==> config.mk <==
export PLATFORM = sky130hd
export DESIGN_NAME = twin_timer
export DESIGN_NICKNAME = d
export VERILOG_FILES = /design/src/rtl/twin_timer_pkg.sv /design/src/rtl/tt_pin_sampler.sv /design/src/rtl/tt_count_unit.sv /design/src/rtl/twin_timer.sv
export SDC_FILE = /design/constraint.sdc
export NUM_CORES = 1
export LEC_CHECK = 0
export BUFFER_PORTS_ARGS = -buffer_cell sky130_fd_sc_hd__buf_4
export CAP_MARGIN = 20
export CORE_MARGIN = 4
export CORE_UTILIZATION = 27
export CTS_CLUSTER_DIAMETER = 50
export DETAILED_ROUTE_END_ITERATION = 8
export SLEW_MARGIN = 20
export SYNTH_ARGS = -nofsm -noshare
export SYNTH_HDL_FRONTEND = slang
export SYNTH_HIERARCHICAL = 1
export SYNTH_SLANG_ARGS = --single-unit
==> constraint.sdc <==
create_clock -name clk -period 2.45 [get_ports clk]
set_clock_uncertainty 0.15 [all_clocks]
set_input_delay 0.245 -clock clk [delete_from_list [all_inputs] [get_ports clk]]
set_output_delay 0.245 -clock clk [all_outputs]
set_load 0.02 [all_outputs]
==> src/rtl/twin_timer_pkg.sv <==
`timescale 1ns/1ps
package twin_timer_pkg;

    localparam int unsigned BYTE_W = 8;
    localparam int unsigned NUM_TMR = 2;
    localparam int unsigned REG_AW = 3;

    localparam logic [REG_AW-1:0] ADR_MODE = 3'd0;
    localparam logic [REG_AW-1:0] ADR_CTRL = 3'd1;
    localparam logic [REG_AW-1:0] ADR_LO0  = 3'd2;
    localparam logic [REG_AW-1:0] ADR_HI0  = 3'd3;
    localparam logic [REG_AW-1:0] ADR_LO1  = 3'd4;
    localparam logic [REG_AW-1:0] ADR_HI1  = 3'd5;

    typedef enum logic [1:0] {
        MODE_13    = 2'b00,
        MODE_16    = 2'b01,
        MODE_RLD   = 2'b10,
        MODE_SPLIT = 2'b11
    } cnt_mode_e;

    // One configuration nibble, MSB first: gate, source, mode
    typedef struct packed {
        logic      gate;
        logic      ext_src;
        cnt_mode_e mode;
    } cfg_nib_t;

    // Run qualification shared by every counting path
    function automatic logic run_ok(input logic run_bit, input logic gate, input logic pin);
        return run_bit & (~gate | pin);
    endfunction

    // Address of a timer's low byte
    function automatic logic [REG_AW-1:0] lo_addr(input int unsigned idx);
        return (idx == 0) ? ADR_LO0 : ADR_LO1;
    endfunction

    function automatic logic [REG_AW-1:0] hi_addr(input int unsigned idx);
        return (idx == 0) ? ADR_HI0 : ADR_HI1;
    endfunction

endpackage

==> src/rtl/tt_pin_sampler.sv <==
`timescale 1ns/1ps
module tt_pin_sampler (
    input  logic clk,
    input  logic rst,
    input  logic mc_en,
    input  logic pin,
    output logic fall
);
    logic smp_now;
    logic smp_old;

    always_ff @(posedge clk) begin
        if (rst) begin
            smp_now <= 1'b0;
            smp_old <= 1'b0;
        end else if (mc_en) begin
            smp_now <= pin;
            smp_old <= smp_now;
        end
    end

    // High sample followed by low sample: count in this machine cycle
    assign fall = mc_en & smp_old & ~smp_now;


    fall_spacing_chk: assert property (@(posedge clk) disable iff (rst)
        fall |=> !fall);

endmodule

==> src/rtl/tt_count_unit.sv <==
`timescale 1ns/1ps
module tt_count_unit
    import twin_timer_pkg::*;
#(
    parameter int unsigned LOW_W    = 5,
    parameter bit          SPLIT_OK = 1'b0
) (
    input  logic              clk,
    input  logic              rst,
    input  cnt_mode_e         mode,
    input  logic              tick_a,
    input  logic              tick_b,
    input  logic              wr_lo,
    input  logic              wr_hi,
    input  logic [BYTE_W-1:0] wdata,
    output logic [BYTE_W-1:0] lo,
    output logic [BYTE_W-1:0] hi,
    output logic              ovf_a,
    output logic              ovf_b
);
    localparam int unsigned W13 = BYTE_W + LOW_W;
    localparam int unsigned W16 = 2 * BYTE_W;

    logic [BYTE_W-1:0] lo_nx, hi_nx;
    logic [W13-1:0]    cat13, sum13;
    logic [W16-1:0]    cat16, sum16;

    assign cat13 = {hi, lo[LOW_W-1:0]};
    assign sum13 = cat13 + {{(W13-1){1'b0}}, 1'b1};
    assign cat16 = {hi, lo};
    assign sum16 = cat16 + {{(W16-1){1'b0}}, 1'b1};

    always_comb begin
        lo_nx = lo;
        hi_nx = hi;
        ovf_a = 1'b0;
        ovf_b = 1'b0;
        unique case (mode)
            MODE_13: if (tick_a) begin
                hi_nx            = sum13[W13-1:LOW_W];
                lo_nx[LOW_W-1:0] = sum13[LOW_W-1:0];
                ovf_a            = &cat13;
            end
            MODE_16: if (tick_a) begin
                {hi_nx, lo_nx} = sum16;
                ovf_a          = &cat16;
            end
            MODE_RLD: if (tick_a) begin
                if (&lo) begin
                    lo_nx = hi;
                    ovf_a = 1'b1;
                end else begin
                    lo_nx = lo + {{(BYTE_W-1){1'b0}}, 1'b1};
                end
            end
            MODE_SPLIT: if (SPLIT_OK) begin
                if (tick_a) begin
                    lo_nx = lo + {{(BYTE_W-1){1'b0}}, 1'b1};
                    ovf_a = &lo;
                end
                if (tick_b) begin
                    hi_nx = hi + {{(BYTE_W-1){1'b0}}, 1'b1};
                    ovf_b = &hi;
                end
            end
            default: ;
        endcase
    end

    always_ff @(posedge clk) begin
        if (rst) begin
            lo <= '0;
            hi <= '0;
        end else begin
            lo <= wr_lo ? wdata : lo_nx;
            hi <= wr_hi ? wdata : hi_nx;
        end
    end


    m13_upper_chk: assert property (@(posedge clk) disable iff (rst)
        (mode == MODE_13 && !wr_lo) |=> lo[BYTE_W-1:LOW_W] == $past(lo[BYTE_W-1:LOW_W]));


    reload_chk: assert property (@(posedge clk) disable iff (rst)
        (mode == MODE_RLD && tick_a && (&lo) && !wr_lo && !wr_hi) |=> (lo == hi && ovf_a == 1'b0) || lo == hi);

    generate
        if (!SPLIT_OK) begin : g_hold

            split_hold_chk: assert property (@(posedge clk) disable iff (rst)
                (mode == MODE_SPLIT && !wr_lo && !wr_hi) |=> $stable(lo) && $stable(hi));
        end
    endgenerate

endmodule

==> src/rtl/twin_timer.sv <==
`timescale 1ns/1ps
module twin_timer
    import twin_timer_pkg::*;
#(
    parameter int unsigned LOW_W = 5
) (
    input  logic              clk,
    input  logic              rst,
    input  logic              mc_en,
    input  logic [1:0]        ext_cnt,
    input  logic [1:0]        gate_in,
    input  logic              reg_we,
    input  logic [2:0]        reg_addr,
    input  logic [7:0]        reg_wdata,
    output logic [7:0]        reg_rdata,
    input  logic [1:0]        vec_ack,
    output logic [1:0]        ovf_flag,
    output logic              t1_tick
);
    localparam int unsigned NIB_W = BYTE_W / 2;

    logic [BYTE_W-1:0]  mode_q;
    logic [NUM_TMR-1:0] run_q;
    logic [NUM_TMR-1:0] flag_q;
    logic               tick_q;

    cfg_nib_t           cfg   [NUM_TMR];
    logic [NUM_TMR-1:0] fall, src, qual, tick_a, tick_b, wr_lo, wr_hi, ovf_a, ovf_b;
    logic [BYTE_W-1:0]  lo [NUM_TMR];
    logic [BYTE_W-1:0]  hi [NUM_TMR];
    logic               split0, ctrl_wr;
    logic [NUM_TMR-1:0] set_flag;

    assign ctrl_wr = reg_we && reg_addr == ADR_CTRL;
    assign split0  = cfg[0].mode == MODE_SPLIT;

    generate
        for (genvar i = 0; i < NUM_TMR; i++) begin : g_tmr
            assign cfg[i]   = cfg_nib_t'(mode_q[NIB_W*i +: NIB_W]);
            assign wr_lo[i] = reg_we && reg_addr == lo_addr(i);
            assign wr_hi[i] = reg_we && reg_addr == hi_addr(i);
            assign src[i]   = cfg[i].ext_src ? fall[i] : mc_en;

            tt_pin_sampler u_smp (
                .clk   (clk),
                .rst   (rst),
                .mc_en (mc_en),
                .pin   (ext_cnt[i]),
                .fall  (fall[i])
            );

            tt_count_unit #(
                .LOW_W    (LOW_W),
                .SPLIT_OK (i == 0)
            ) u_cnt (
                .clk    (clk),
                .rst    (rst),
                .mode   (cfg[i].mode),
                .tick_a (tick_a[i]),
                .tick_b (tick_b[i]),
                .wr_lo  (wr_lo[i]),
                .wr_hi  (wr_hi[i]),
                .wdata  (reg_wdata),
                .lo     (lo[i]),
                .hi     (hi[i]),
                .ovf_a  (ovf_a[i]),
                .ovf_b  (ovf_b[i])
            );
        end
    endgenerate

    // Timer 1 loses its run bit to timer 0's upper half while timer 0 is split
    assign qual[0]   = run_ok(run_q[0], cfg[0].gate, gate_in[0]);
    assign qual[1]   = run_ok(split0 ? 1'b1 : run_q[1], cfg[1].gate, gate_in[1]);
    assign tick_a    = qual & src;
    assign tick_b[0] = split0 & run_q[1] & mc_en;
    assign tick_b[1] = 1'b0;

    assign set_flag[0] = ovf_a[0];
    assign set_flag[1] = split0 ? ovf_b[0] : ovf_a[1];

    always_ff @(posedge clk) begin
        if (rst) begin
            mode_q <= '0;
            run_q  <= '0;
            flag_q <= '0;
            tick_q <= 1'b0;
        end else begin
            tick_q <= ovf_a[1];
            if (reg_we && reg_addr == ADR_MODE) mode_q <= reg_wdata;
            if (ctrl_wr) begin
                run_q  <= {reg_wdata[6], reg_wdata[4]};
                flag_q <= {reg_wdata[7], reg_wdata[5]};
            end else begin
                for (int i = 0; i < NUM_TMR; i++) begin
                    if (set_flag[i])     flag_q[i] <= 1'b1;
                    else if (vec_ack[i]) flag_q[i] <= 1'b0;
                end
            end
        end
    end

    always_comb begin
        unique case (reg_addr)
            ADR_MODE: reg_rdata = mode_q;
            ADR_CTRL: reg_rdata = {flag_q[1], run_q[1], flag_q[0], run_q[0], 4'b0000};
            ADR_LO0:  reg_rdata = lo[0];
            ADR_HI0:  reg_rdata = hi[0];
            ADR_LO1:  reg_rdata = lo[1];
            ADR_HI1:  reg_rdata = hi[1];
            default:  reg_rdata = '0;
        endcase
    end

    assign ovf_flag = flag_q;
    assign t1_tick  = tick_q;


    flag0_set_chk: assert property (@(posedge clk) disable iff (rst)
        (ovf_a[0] && !ctrl_wr) |=> ovf_flag[0]);


    flag0_ack_chk: assert property (@(posedge clk) disable iff (rst)
        (vec_ack[0] && !set_flag[0] && !ctrl_wr) |=> !ovf_flag[0]);


    split_flag1_chk: assert property (@(posedge clk) disable iff (rst)
        (split0 && ovf_a[1] && !ovf_b[0] && !ctrl_wr && !ovf_flag[1]) |=> !ovf_flag[1]);


    idle_stable_chk: assert property (@(posedge clk) disable iff (rst)
        (!mc_en && !reg_we) |=> $stable(lo[0]) && $stable(hi[0]) && $stable(lo[1]) && $stable(hi[1]));

endmodule

-- Yosys cells after proc, flatten, opt, wreduce, memory -nomap -nowiden
Index checks and enable logic that the tools add are counted.
- bits in registers: 49
- input port bits: 21
- output and inout bits: 11
- logic and storage cells: 134
- add/subtract/negate cells: 7
- equal/unequal tests: 22
- muxes and demuxes: 46
- bitwise gates (word level): 15
- reductions and logical operators: 29
- operator list (operator ; number):
    $mux 8 ; 16
    $pmux 8 s6 ; 1
    $ne 3x2->1 const B ; 11
    $add 16x1->16 const B ; 2
    $reduce_and 16->1 ; 2
    $add 13x1->13 const B ; 2
    $reduce_and 13->1 ; 2
    $add 8x1->8 const B ; 3
    $pmux 8 s3 ; 1
    $reduce_and 8->1 ; 3
    $pmux 5 s4 ; 1
    $mux 1 ; 18
    $pmux 8 s2 ; 1
    $reduce_and 4->1 ; 4
    $pmux 5 s3 ; 1
    $reduce_bool 3->1 ; 4
    $reduce_bool 4->1 ; 3
    $mux 5 ; 2
    $pmux 3 s3 ; 1
    $and 1x1->1 ; 8
    $eq 2x2->1 const B ; 3
    $eq 3x2->1 const B ; 2
    $eq 3x3->1 const B ; 2
    $logic_and 1x1->1 ; 6
    13 further kinds ; 20

-- Longest topological paths before layout
Gate-level depths: netlist of the first run.
- word-level depth: 9
- gate-level depth with buffers: 9
- mapped depth without buffers: 8

-- Modules after synthesis
Netlist of the first run, hierarchy kept.
- modules (own cells, without submodules) (module ; times used ; cells an instance ; area each (um^2) ; sequential area each (um^2)):
    tt_count_unit (g_tmr[0].u_cnt) ; 1 ; 237 ; 1695.4 ; 320.3
    tt_count_unit (g_tmr[1].u_cnt) ; 1 ; 166 ; 1256.2 ; 320.3
    twin_timer ; 1 ; 127 ; 1012.2 ; 260.2
    tt_pin_sampler ; 2 ; 7 ; 77.6 ; 40.0

-- Least setup slack after synthesis of the first run
Ideal clock, no wire load.
- kind: register to register
- start: register mode_q[1]
- end: register g_tmr[0].u_cnt.hi[3]
- library setup time: 0.117 ns
- arrival time: 2.096 ns
- data required time: 2.183 ns
- path slack: 0.087 ns
- cell stages (with the launch flop): 9
- buffers on the path: 2
- clock period less this slack: 2.363 ns
- cells stage by stage: dfxtp_1 > inv_1 > ha_1 > or3_1 > clkbuf_1 > and3_1 > clkbuf_1 > a221o_1 > a22o_1
- longest elaborated chain between the ends: 5
- elaborated cells between the ends (all ways): 12
- those cells by class: eq/ne: 5; mux: 2; bitwise: 2; reduce/logical: 3
- ends and longest elaborated chain (what ; line ; RTL):
    start, declared ; twin_timer.sv:22 ; logic [BYTE_W-1:0] mode_q;
    start signal, assigned ; twin_timer.sv:90 ; if (reg_we && reg_addr == ADR_MODE) mode_q <= reg_wdata;
    $eq 2x2->1 ; tt_count_unit.sv:38, twin_timer.sv:35 ;
    $and 1x1->1 (2 in a row) ; twin_timer.sv:76 ; assign tick_b[0] = split0 & run_q[1] & mc_en;
    $ne 3x1->1 (no line) ; n/a ;
    $reduce_and 4->1 (no line) ; n/a ;
    end signal, assigned ; tt_count_unit.sv:76 ; hi <= wr_hi ? wdata : hi_nx;
    end, declared ; tt_count_unit.sv:17 ; output logic [BYTE_W-1:0] hi,
Parallel ways exist; a longest one is shown, timed or not.
A chain may end at the register's enable or synchronous reset.

-- Final worst setup path of the first run
- start: register mode_q[1]
- end: register g_tmr[0].u_cnt.hi[7]
Same word-level chain as after synthesis.

==> impl_metrics.sql, run 1 <==
INSERT INTO impl_metrics (metric_group, metric, value, unit) VALUES
('run_status', 'outcome', 'finished, final reports clean', ''),
('critical_path', 'worst-r2r-setup-slack', '0.13', 'ns'),
('critical_path', 'cp_top_family', 'simple AND/OR/NAND/NOR gates', ''),
('critical_path', 'timing.reg2reg.worst_path_depth', '7', ''),
('die', 'design.core.area', '14700', 'µm²'),
('placed_design', 'dp_hpwl', '9.810', 'mm'),
('die', 'boundaryPins', '32', ''),
('pwr', 'power.switching_fraction', '0.2980', ''),
('grt', 'total_global_route_track_usage', '0.1490', ''),
('critical_path', 'worst-path-stages', '7', ''),
('routing', 'drc', '0', ''),
('grt', 'vias_in_the_first_global_route', '4134', ''),
('synthesis', 'synth_instances', '541', ''),
('placed_design', 'detailedPlace.worstSlack', '0.03581', 'ns'),
('clocking', 'clock_sinks', '49', ''),
('placed_design', 'placed_cell_area', '4619', 'µm²'),
('routing', 'drtAntennaViolNets', '0', ''),
('grt', 'overflow', '0', ''),
('grt', 'maximum_number_of_pins_on_one_net_before_global_route_repair', '29', ''),
('clocking', 'count_of_instances_resized_after_the_clock_tree_is_built', '0', ''),
('pwr', 'power_consumption', '1.916', 'mW'),
('sta', 'worst_slew_margin_rel', '0.6151', ''),
('pwr', 'p_leak', '1.771', 'nW'),
('routing', 'wl_per_cell', '17.55', 'µm'),
('critical_path', 'worstPathCellList', 'inv_1 > ha_1 > or3_1 > and3_2 > nand2b_1 > a221oi_1 > a2111oi_1', ''),
('pwr', 'power.share.sequential', '0.450', ''),
('routing', 'via_total_after_detailed_routing', '4308', ''),
('sta', 'drv_slew', '0', ''),
('clocking', 'h-tree-depth', '2', ''),
('clocking', 'cts_root_buf', 'clkbuf_16', ''),
('pwr', 'power_frac_comb', '0.173', ''),
('pwr', 'power_report.internal_total', '1.345', 'mW'),
('final_layout', 'flow.area_growth_from_synthesis', '16.49', '%'),
('clocking', 'clock_tree_from_tritoncts', 'built', ''),
('critical_path', 'worst-endpoint-arrival', '2.35', 'ns'),
('final_layout', 'finalInstanceArea', '4781', 'µm²'),
('grt', 'antenna_found_initial', '0', ''),
('sta', 'finalHoldViolations', '0', ''),
('clocking', 'worst_setup_hold_path_clk_slew', '0.07', 'ns'),
('critical_path', 'timing_worst_setup_path_type', 'flop to flop', ''),
('die', 'die_width', '131.3', 'µm'),
('routing', 'initialDrtViolationCount', '529', ''),
('routing', 'drt_first_pass_iters', '5', ''),
('placed_design', 'dp_cells', '748', ''),
('placed_design', 'port-buffer-count', '31', ''),
('pwr', 'switching_power', '571.0', 'µW'),
('hold_path', 'hold_path_class', 'input pin to flop', ''),
('final_layout', 'finish.net_count', '604', ''),
('final_layout', 'antenna-diode-count', '0', ''),
('routing', 'vias_per_cell', '5.698', ''),
('job', 'cap_viol_max_count', '0', ''),
('sta', 'final.setup.worst_slack', '0.1265', 'ns'),
('pwr', 'power.share.clock', '0.377', ''),
('die', 'die-area', '17240', 'µm²'),
('final_layout', 'fillers', '1515', ''),
('pwr', 'vdd_ir_drop_max', '251.4', 'µV'),
('critical_path', 'critPathSlowestCell', 'or3_1', ''),
('sta', 'hold-worst-slack', '0.02852', 'ns'),
('grt', 'grt_pass1_wl', '21.53', 'mm'),
('critical_path', 'timing.critical_path.from_type', 'flop', ''),
('die', 'die_h', '131.3', 'µm'),
('final_layout', 'most_common_cell_after_layout_fill_and_taps_aside', 'buf_4', ''),
('final_layout', 'non_filler_cells_in_the_finished_layout', '756', ''),
('sta', 'worst_pin_slew', '0.5749', 'ns'),
('final_layout', 'layout_common_cells', 'buf_4, nand2_1, dfxtp_1, a21oi_1, nor2_1', ''),
('synthesis', 'synthesis_warning_total', '6', ''),
('clocking', 'cts_setup_buffers', '0', ''),
('clocking', 'ctsLongestPathBuffers', '2', ''),
('critical_path', 'r2r-end', 'g_tmr[0].u_cnt/hi[7]', ''),
('sta', 'timing.final.setup_violations', '0', ''),
('die', 'initial_utilization', '0.2792', '');
## sequential cells by signal, summed over array words and instances (netlist names)
register             cells
g_tmr.u_cnt/hi          16
g_tmr.u_cnt/lo          16
g_tmr.u_smp/smp_now      2
g_tmr.u_smp/smp_old      2
mode_q                   8
ovf_flag                 2
run_q                    2
t1_tick                  1
## power by group through the flow
| stage | Combinational (mW) | Sequential [mW] | Clock [mW] |
|---|---|---|---|
| floorplan | 0.210 | 0.868 | 0 |
| CTS | 0.326 | 0.862 | 0.731 |
| global placement | 0.320 | 0.879 | 0 |
| detailed placement | 0.324 | 0.880 | 0 |
| global route | 0.361 | 0.866 | 0.758 |
| finish | 0.331 | 0.863 | 0.723 |
## layer usage
layer	vias to the layer above	GRT usage	wire length, µm	part of all wire
met2	197	0.2232	5648	0.43
li1	2066	-	-	-
met5	-	0	0	0
met4	0	0.05659	429	0.032
met1	2011	0.2157	6256	0.47
met3	34	0.02217	932	0.070
## area by class of cell
type | instances | area [µm²] | share of cell area
sequential | 49 | 982.2 | 0.2054
clock inverter | 3 | 21.27 | 0.004449
tap | 184 | 230.2 | 0.04815
inverter | 27 | 101.3 | 0.02120
timing repair buffer | 65 | 488.0 | 0.1021
multi-input combinational | 423 | 2833 | 0.5925
clock buffer | 5 | 125.1 | 0.02617
## worst min-delay path by stage
stage,end,slack (ns),cells after the start
4_1_cts,g_tmr[1].u_smp/smp_now,0.03,3
5_1_grt,g_tmr[0].u_smp/smp_now,0.04,3
3_3_place_gp,mode_q[3],0.30,2
6_report,g_tmr[1].u_smp/smp_now,0.03,3
3_5_place_dp,mode_q[3],0.30,2
2_1_floorplan,t1_tick,0.17,1
## worst reg2reg max path: stages, from the launching register on
cell and delay [ns]:
dfxtp_1 0.38, inv_1 0.09, ha_1 0.20, or3_1 0.48, and3_2 0.34, nand2b_1 0.15, a221oi_1 0.07, a2111oi_1 0.37
Note: power is estimated with default switching activity, not from simulation.
==> inputs of run 2 (changes only) <==
==> constraint.sdc (replaced) <==
create_clock -name clk -period 2.2 [get_ports clk]
set_clock_uncertainty 0.15 [all_clocks]
set_input_delay 0.22 -clock clk [delete_from_list [all_inputs] [get_ports clk]]
set_output_delay 0.22 -clock clk [all_outputs]
set_load 0.02 [all_outputs]
==> impl_metrics.sql, run 2 (synthesized netlist as in run 1, its figures left out) <==
INSERT INTO impl_metrics (metric_group, metric, value, unit) VALUES
('die', 'row_count', '44', ''),
('placed_design', 'dp_hpwl', '10.49', 'mm'),
('grt', 'grt_pass1_wl', '22.84', 'mm'),
('routing', 'drtAntennaViolNets', '0', ''),
('critical_path', 'critical_path.reg2reg.startpoint', 'mode_q[0]', ''),
('hold_path', 'worst_hold_path_cell_count', '3', ''),
('final_layout', 'antenna-diode-count', '0', ''),
('clocking', 'h-tree-depth', '2', ''),
('sta', 'timing.final.crit_share', '0.9879', ''),
('grt', 'total_global_route_track_usage', '0.1604', ''),
('final_layout', 'reg_top3', 'g_tmr.u_cnt/hi x16, g_tmr.u_cnt/lo x16, mode_q x8', ''),
('sta', 'worst_pin_slew', '0.5747', 'ns'),
('grt', 'maximum_number_of_pins_on_one_net_before_global_route_repair', '28', ''),
('critical_path', 'timing_worst_setup_path_type', 'flop to flop', ''),
('die', 'die_h', '131.3', 'µm'),
('critical_path', 'worst-endpoint-arrival', '2.21', 'ns'),
('grt', 'use_met1', '0.2304', ''),
('routing', 'via_total_after_detailed_routing', '4493', ''),
('grt', 'use_met2', '0.2422', ''),
('routing', 'wl_per_cell', '18.32', 'µm'),
('final_layout', 'flow.area_growth_from_synthesis', '23.20', '%'),
('sta', 'finalHoldViolations', '0', ''),
('sta', 'timing.final.setup_violations', '0', ''),
('final_layout', 'layout_common_cells', 'buf_4, nand2_1, a21oi_1, dfxtp_1, nor2_1', ''),
('final_layout', 'finish.net_count', '628', ''),
('clocking', 'tritoncts.num_buffers', '5', ''),
('routing', 'initialDrtViolationCount', '499', ''),
('grt', 'gr-usage-met3', '0.02676', ''),
('die', 'die-area', '17240', 'µm²'),
('hold_path', 'hold_path_class', 'input pin to flop', ''),
('run_status', 'outcome', 'finished, final reports clean', ''),
('critical_path', 'worst-r2r-setup-slack', '0.03', 'ns'),
('final_layout', 'drive_gt1_frac', '0.2366', ''),
('routing', 'totalWireLength', '14.29', 'mm'),
('critical_path', 'cp.required', '2.24', 'ns'),
('die', 'die_width', '131.3', 'µm'),
('pwr', 'vdd_ir_drop_max', '293.4', 'µV'),
('critical_path', 'timing.critical_path.from_type', 'flop', ''),
('hold_path', 'origin_of_the_worst_min_delay_path', 'ext_cnt[0]', ''),
('placed_design', 'port-buffer-count', '31', ''),
('sta', 'rsz0062_at_grt', 'yes', ''),
('die', 'design.core.area', '14700', 'µm²'),
('clocking', 'ctsLongestPathBuffers', '2', ''),
('routing', 'drc', '0', ''),
('job', 'cap_viol_max_count', '0', ''),
('clocking', 'cts_setup_buffers', '0', ''),
('placed_design', 'gp_routability_congestion', '0.9478', ''),
('sta', 'final.setup.worst_slack', '0.02653', 'ns'),
('placed_design', 'detailedPlace.worstSlack', '-0.09349', 'ns'),
('pwr', 'p_leak', '1.922', 'nW'),
('clocking', 'cts_root_buf', 'clkbuf_16', ''),
('routing', 'drt_first_pass_iters', '5', ''),
('die', 'initial_utilization', '0.2792', ''),
('sta', 'fin_crit', '2.173', 'ns'),
('critical_path', 'crit_fanout', '7', ''),
('grt', 'busiest_layer', 'met2', ''),
('sta', 'drv_slew', '0', ''),
('die', 'boundaryPins', '32', ''),
('sta', 'worst_slew_margin_rel', '0.6153', ''),
('routing', 'vias_per_cell', '5.760', ''),
('clocking', 'worst_skew_pair.late_latency', '0.30', 'ns'),
('placed_design', 'dp_cells', '771', ''),
('clocking', 'clock_sinks', '49', ''),
('critical_path', 'r2r-end', 'g_tmr[0].u_cnt/lo[2]', ''),
('critical_path', 'worst_setup_ep_type', 'flop', ''),
('critical_path', 'timing.reg2reg.worst_path_depth', '6', ''),
('clocking', 'clock_tree_from_tritoncts', 'built', ''),
('clocking', 'worst_setup_hold_path_clk_slew', '0.07', 'ns'),
('sta', 'max_freq', '460.1', 'MHz'),
('grt', 'vias_in_the_first_global_route', '4269', ''),
('pwr', 'power.density_cell_area', '452.3', 'nW/µm²'),
('grt', 'antenna_found_initial', '0', ''),
('final_layout', 'finish.utilization', '0.3440', ''),
('final_layout', 'non_filler_cells_in_the_finished_layout', '780', ''),
('final_layout', 'most_common_cell_after_layout_fill_and_taps_aside', 'buf_4', ''),
('grt', 'overflow', '0', ''),
('hold_path', 'hold-path-endpoint', 'g_tmr[0].u_smp/smp_now', '');
==> run 2: cell types whose count changed in the layout (fill, tap and decap cells not counted), moves of 2 or more <==
cell | before | now
ha_2 | 0 | 3
dfxtp_1 | 48 | 45
buf_4 | 65 | 87
dfxtp_2 | 1 | 3
and3_4 | 0 | 2
ha_1 | 12 | 8
==> run 2: through the flow <==
| step | TNS (ns) | power, mW | area (µm²) | hold slack (ns) |
|---|---|---|---|---|
| after floorplan | -0.003925 | 1.206 | 4146 | 0.1416 |
| after global placement | 0 | 1.362 | 4836 | 0.2983 |
| after detailed placement | -0.1488 | 1.369 | 4836 | 0.3076 |
| after CTS | 0 | 2.291 | 5010 | 0.01189 |
| after global routing | -0.1581 | 2.382 | 5056 | 0.01946 |
| final | 0 | 2.287 | 5056 | 0.006257 |
==> run 2: final cells by class <==
class                      count  area, µm²
fill                        1529       9643
tap                          184      230.2
timing repair buffer          88      673.1
multi-input combinational    424       2895
clock buffer                   6      128.9
sequential                    49      988.4
inverter                      27      101.3
clock inverter                 2      38.79
==> run 2: how the worst max path moves through the flow <==
stage                     startpoint                    to  slack, ns
after floorplan            mode_q[1]  g_tmr[0].u_cnt/hi[3]     -0.004
after global placement     mode_q[0]  g_tmr[0].u_cnt/lo[2]       0.09
after detailed placement   mode_q[0]  g_tmr[0].u_cnt/hi[5]      -0.09
after CTS                  mode_q[0]  g_tmr[0].u_cnt/hi[5]       0.02
after global routing       mode_q[0]  g_tmr[0].u_cnt/hi[3]      -0.04
final                      mode_q[0]  g_tmr[0].u_cnt/lo[2]       0.03
==> run 2: layer usage <==
| layer | vias to the layer above | part of all wire |
|---|---|---|
| met2 | 211 | 0.44 |
| met5 | - | 0 |
| li1 | 2113 | - |
| met3 | 32 | 0.075 |
| met1 | 2137 | 0.46 |
| met4 | 0 | 0.028 |
==> run 2: report_power, final <==
| group | switching [mW] | total, mW | internal (mW) | leakage [nW] |
|---|---|---|---|---|
| sequential | 0.0306 | 0.948 | 0.918 | 0.400 |
| clock | 0.380 | 0.921 | 0.541 | 0.0810 |
| combinational | 0.238 | 0.418 | 0.179 | 1.44 |
==> run 2: worst max-delay path, stage by stage (launching register included) <==
cell and delay, ns:
dfxtp_4 0.39, inv_1 0.08, ha_1 0.22, or3_4 0.40, a21o_4 0.23, a221o_1 0.33, a32o_1 0.26
==> run 2: timing repair <==
| action | CTS | global route |
|---|---|---|
| resized for setup | 2 | 14 |
| pin swaps | 0 | 4 |
| gates cloned | 0 | 1 |
| hold buffers | 0 | 0 |
| setup endpoints to repair | 4 | 12 |
| hold endpoints to repair | 0 | 0 |
==> inputs of run 3 (changes only) <==
--- a/config.mk
+++ b/config.mk
@@ -11,6 +11,7 @@
 export CORE_UTILIZATION = 27
 export CTS_CLUSTER_DIAMETER = 50
 export DETAILED_ROUTE_END_ITERATION = 8
+export SETUP_SLACK_MARGIN = 0.2
 export SLEW_MARGIN = 20
 export SYNTH_ARGS = -nofsm -noshare
 export SYNTH_HDL_FRONTEND = slang
==> impl_metrics.sql, run 3 (synthesized netlist as in run 1, its figures left out) <==
INSERT INTO impl_metrics (metric_group, metric, value, unit) VALUES
('critical_path', 'worst_setup_ep_type', 'flop', ''),
('clocking', 'clock_sinks', '49', ''),
('clocking', 'worst_setup_hold_path_clk_slew', '0.07', 'ns'),
('hold_path', 'origin_of_the_worst_min_delay_path', 'ext_cnt[0]', ''),
('final_layout', 'antenna-diode-count', '0', ''),
('pwr', 'power.switching_fraction', '0.2898', ''),
('die', 'die_width', '131.3', 'µm'),
('placed_design', 'gp_routability_congestion', '0.9276', ''),
('routing', 'initialDrtViolationCount', '406', ''),
('final_layout', 'finish.utilization', '0.3767', ''),
('sta', 'setup_tns', '0', 'ns'),
('pwr', 'vdd_ir_drop_max', '260.1', 'µV'),
('critical_path', 'timing.critical_path.from_type', 'flop', ''),
('sta', 'hold-worst-slack', '0.004198', 'ns'),
('die', 'die-area', '17240', 'µm²'),
('sta', 'timing.final.crit_share', '0.9385', ''),
('grt', 'busiest_layer', 'met2', ''),
('run_status', 'outcome', 'finished, final reports clean', ''),
('grt', 'total_global_route_track_usage', '0.1635', ''),
('routing', 'vias_per_cell', '5.765', ''),
('final_layout', 'most_common_cell_after_layout_fill_and_taps_aside', 'buf_4', ''),
('hold_path', 'hold_path_class', 'input pin to flop', ''),
('critical_path', 'critPathSlowestCell', 'dfxtp_2', ''),
('grt', 'use_met1', '0.2292', ''),
('die', 'die_h', '131.3', 'µm'),
('job', 'cap_viol_max_count', '0', ''),
('final_layout', 'flow.area_growth_from_synthesis', '34.94', '%'),
('sta', 'timing.final.setup_violations', '0', ''),
('critical_path', 'worstPathCellList', 'and3b_2 > mux2i_1 > nor2_1 > o21bai_4 > nand3_1 > o22ai_1 > a21bo_2 > o211ai_1', ''),
('final_layout', 'fillers', '1472', ''),
('critical_path', 'cp.required', '2.27', 'ns'),
('die', 'boundaryPins', '32', ''),
('hold_path', 'hold-path-endpoint', 'g_tmr[0].u_smp/smp_now', ''),
('sta', 'drv_slew', '0', ''),
('grt', 'antenna_found_initial', '0', ''),
('pwr', 'power.share.sequential', '0.417', ''),
('die', 'row_count', '44', ''),
('die', 'design.core.area', '14700', 'µm²'),
('routing', 'drc', '0', ''),
('sta', 'fin_crit', '2.065', 'ns'),
('final_layout', 'layout_common_cells', 'buf_4, nand2_1, a21oi_1, nor2_1, dfxtp_1', ''),
('sta', 'worst_slew_margin_rel', '0.5801', ''),
('grt', 'gr-usage-met3', '0.02332', ''),
('clocking', 'tritoncts.num_buffers', '5', ''),
('routing', 'via_total_after_detailed_routing', '4612', ''),
('clocking', 'cts_root_buf', 'clkbuf_16', ''),
('die', 'initial_utilization', '0.2792', ''),
('grt', 'use_met2', '0.2581', ''),
('pwr', 'power_consumption', '2.279', 'mW'),
('routing', 'drtAntennaViolNets', '0', ''),
('pwr', 'power.density_cell_area', '411.6', 'nW/µm²'),
('clocking', 'clock_tree_from_tritoncts', 'built', ''),
('placed_design', 'dp_hpwl', '10.90', 'mm'),
('critical_path', 'worst-r2r-setup-slack', '0.14', 'ns'),
('pwr', 'power_report.internal_total', '1.619', 'mW'),
('grt', 'maximum_number_of_pins_on_one_net_before_global_route_repair', '26', ''),
('final_layout', 'reg_top3', 'g_tmr.u_cnt/hi x16, g_tmr.u_cnt/lo x16, mode_q x8', ''),
('critical_path', 'timing.reg2reg.worst_path_depth', '8', ''),
('final_layout', 'finish.net_count', '648', ''),
('critical_path', 'worst-endpoint-arrival', '2.13', 'ns'),
('sta', 'max_freq', '484.4', 'MHz'),
('sta', 'rsz0062_at_grt', 'yes', ''),
('clocking', 'h-tree-depth', '2', ''),
('critical_path', 'r2r-end', 'g_tmr[0].u_cnt/hi[6]', ''),
('clocking', 'ctsLongestPathBuffers', '2', ''),
('clocking', 'worst_skew_pair.late_latency', '0.30', 'ns'),
('routing', 'drt_first_pass_iters', '6', ''),
('routing', 'totalWireLength', '14.93', 'mm'),
('pwr', 'switching_power', '660.5', 'µW'),
('final_layout', 'drive_gt1_frac', '0.3523', ''),
('pwr', 'power_frac_comb', '0.205', ''),
('grt', 'grt_pass1_wl', '23.56', 'mm'),
('sta', 'finalHoldViolations', '0', ''),
('placed_design', 'port-buffer-count', '31', ''),
('sta', 'worst_pin_slew', '0.6286', 'ns'),
('grt', 'overflow', '0', ''),
('clocking', 'cts_hold_buffers', '0', ''),
('routing', 'wl_per_cell', '18.67', 'µm'),
('grt', 'vias_in_the_first_global_route', '4408', ''),
('critical_path', 'critical_path.reg2reg.startpoint', 'g_tmr[0].u_smp/smp_now', ''),
('pwr', 'p_leak', '2.095', 'nW'),
('critical_path', 'crit_fanout', '4', ''),
('critical_path', 'crit_path_max_incr_delay', '0.32', 'ns'),
('pwr', 'power.share.clock', '0.378', ''),
('hold_path', 'worst_hold_path_cell_count', '3', ''),
('critical_path', 'timing_worst_setup_path_type', 'flop to flop', '');
## run 3: cell count changes in the layout (fill, tap and decap cells not counted), moves of 6 or more
cell	before	now
dfxtp_1	45	33
buf_4	87	99
dfxtp_2	3	11
a221oi_2	0	6
a221oi_1	12	6
buf_6	0	9
## run 3: how the worst max path moves through the flow
stage,cells after the start,slack (ns),end,start
after floorplan,8,0.07,g_tmr[0].u_cnt/hi[3],mode_q[1]
after global placement,8,0.04,ovf_flag[1],g_tmr[1].u_cnt/lo[1]
after detailed placement,7,-0.02,g_tmr[0].u_cnt/hi[5],mode_q[0]
after CTS,5,0.15,reg_rdata[1],mode_q[1]
after global routing,8,0.05,g_tmr[0].u_cnt/hi[6],g_tmr[0].u_smp/smp_now
final,8,0.14,g_tmr[0].u_cnt/hi[6],g_tmr[0].u_smp/smp_now
## run 3: layout make-up
type,count,area (µm²),area share
Clock buffer,7,153.9,0.02779
Clock inverter,1,8.758,0.001582
Inverter,27,103.9,0.01875
Multi-Input combinational cell,423,3163,0.5712
Sequential cell,49,1013,0.1830
Tap cell,184,230.2,0.04157
Timing Repair Buffer,109,864.6,0.1561
## run 3: stage by stage
step / setup WS (ns) / std cells / cell area [µm²]
floorplan: 0.06935 / 541 / 4185
global placement: 0.04163 / 774 / 4891
detailed placement: -0.01752 / 774 / 4891
CTS: 0.1462 / 796 / 5256
global route: 0.05036 / 800 / 5538
finish: 0.1354 / 800 / 5538
## run 3: layer usage
| metal | wire [µm] | vias up |
|---|---|---|
| li1 | - | 2157 |
| met4 | 390 | 0 |
| met2 | 6902 | 193 |
| met3 | 942 | 34 |
| met1 | 6698 | 2228 |
| met5 | 0 | - |
## run 3: worst max-delay path: cells and delay by family, from the launching register on
kind,cells,cell delay [ns]
mux,1,0.08
compound gates,4,0.81
flops,1,0.32
simple gates,3,0.61
## run 3: power groups by stage
stage               sequential, mW  clock, mW  combinational, mW
finish                       0.950      0.862              0.467
detailed placement           0.968          0              0.407
floorplan                    0.966          0              0.240
CTS                          0.947      0.883              0.428
global placement             0.966          0              0.400
global route                 0.954      0.912              0.501
## run 3: what timing repair did
action,in CTS,in global routing
cloned,0,0
resized for setup,28,65
pin swaps,17,25
setup buffers,14,4
endpoints found under the setup margin,16,34
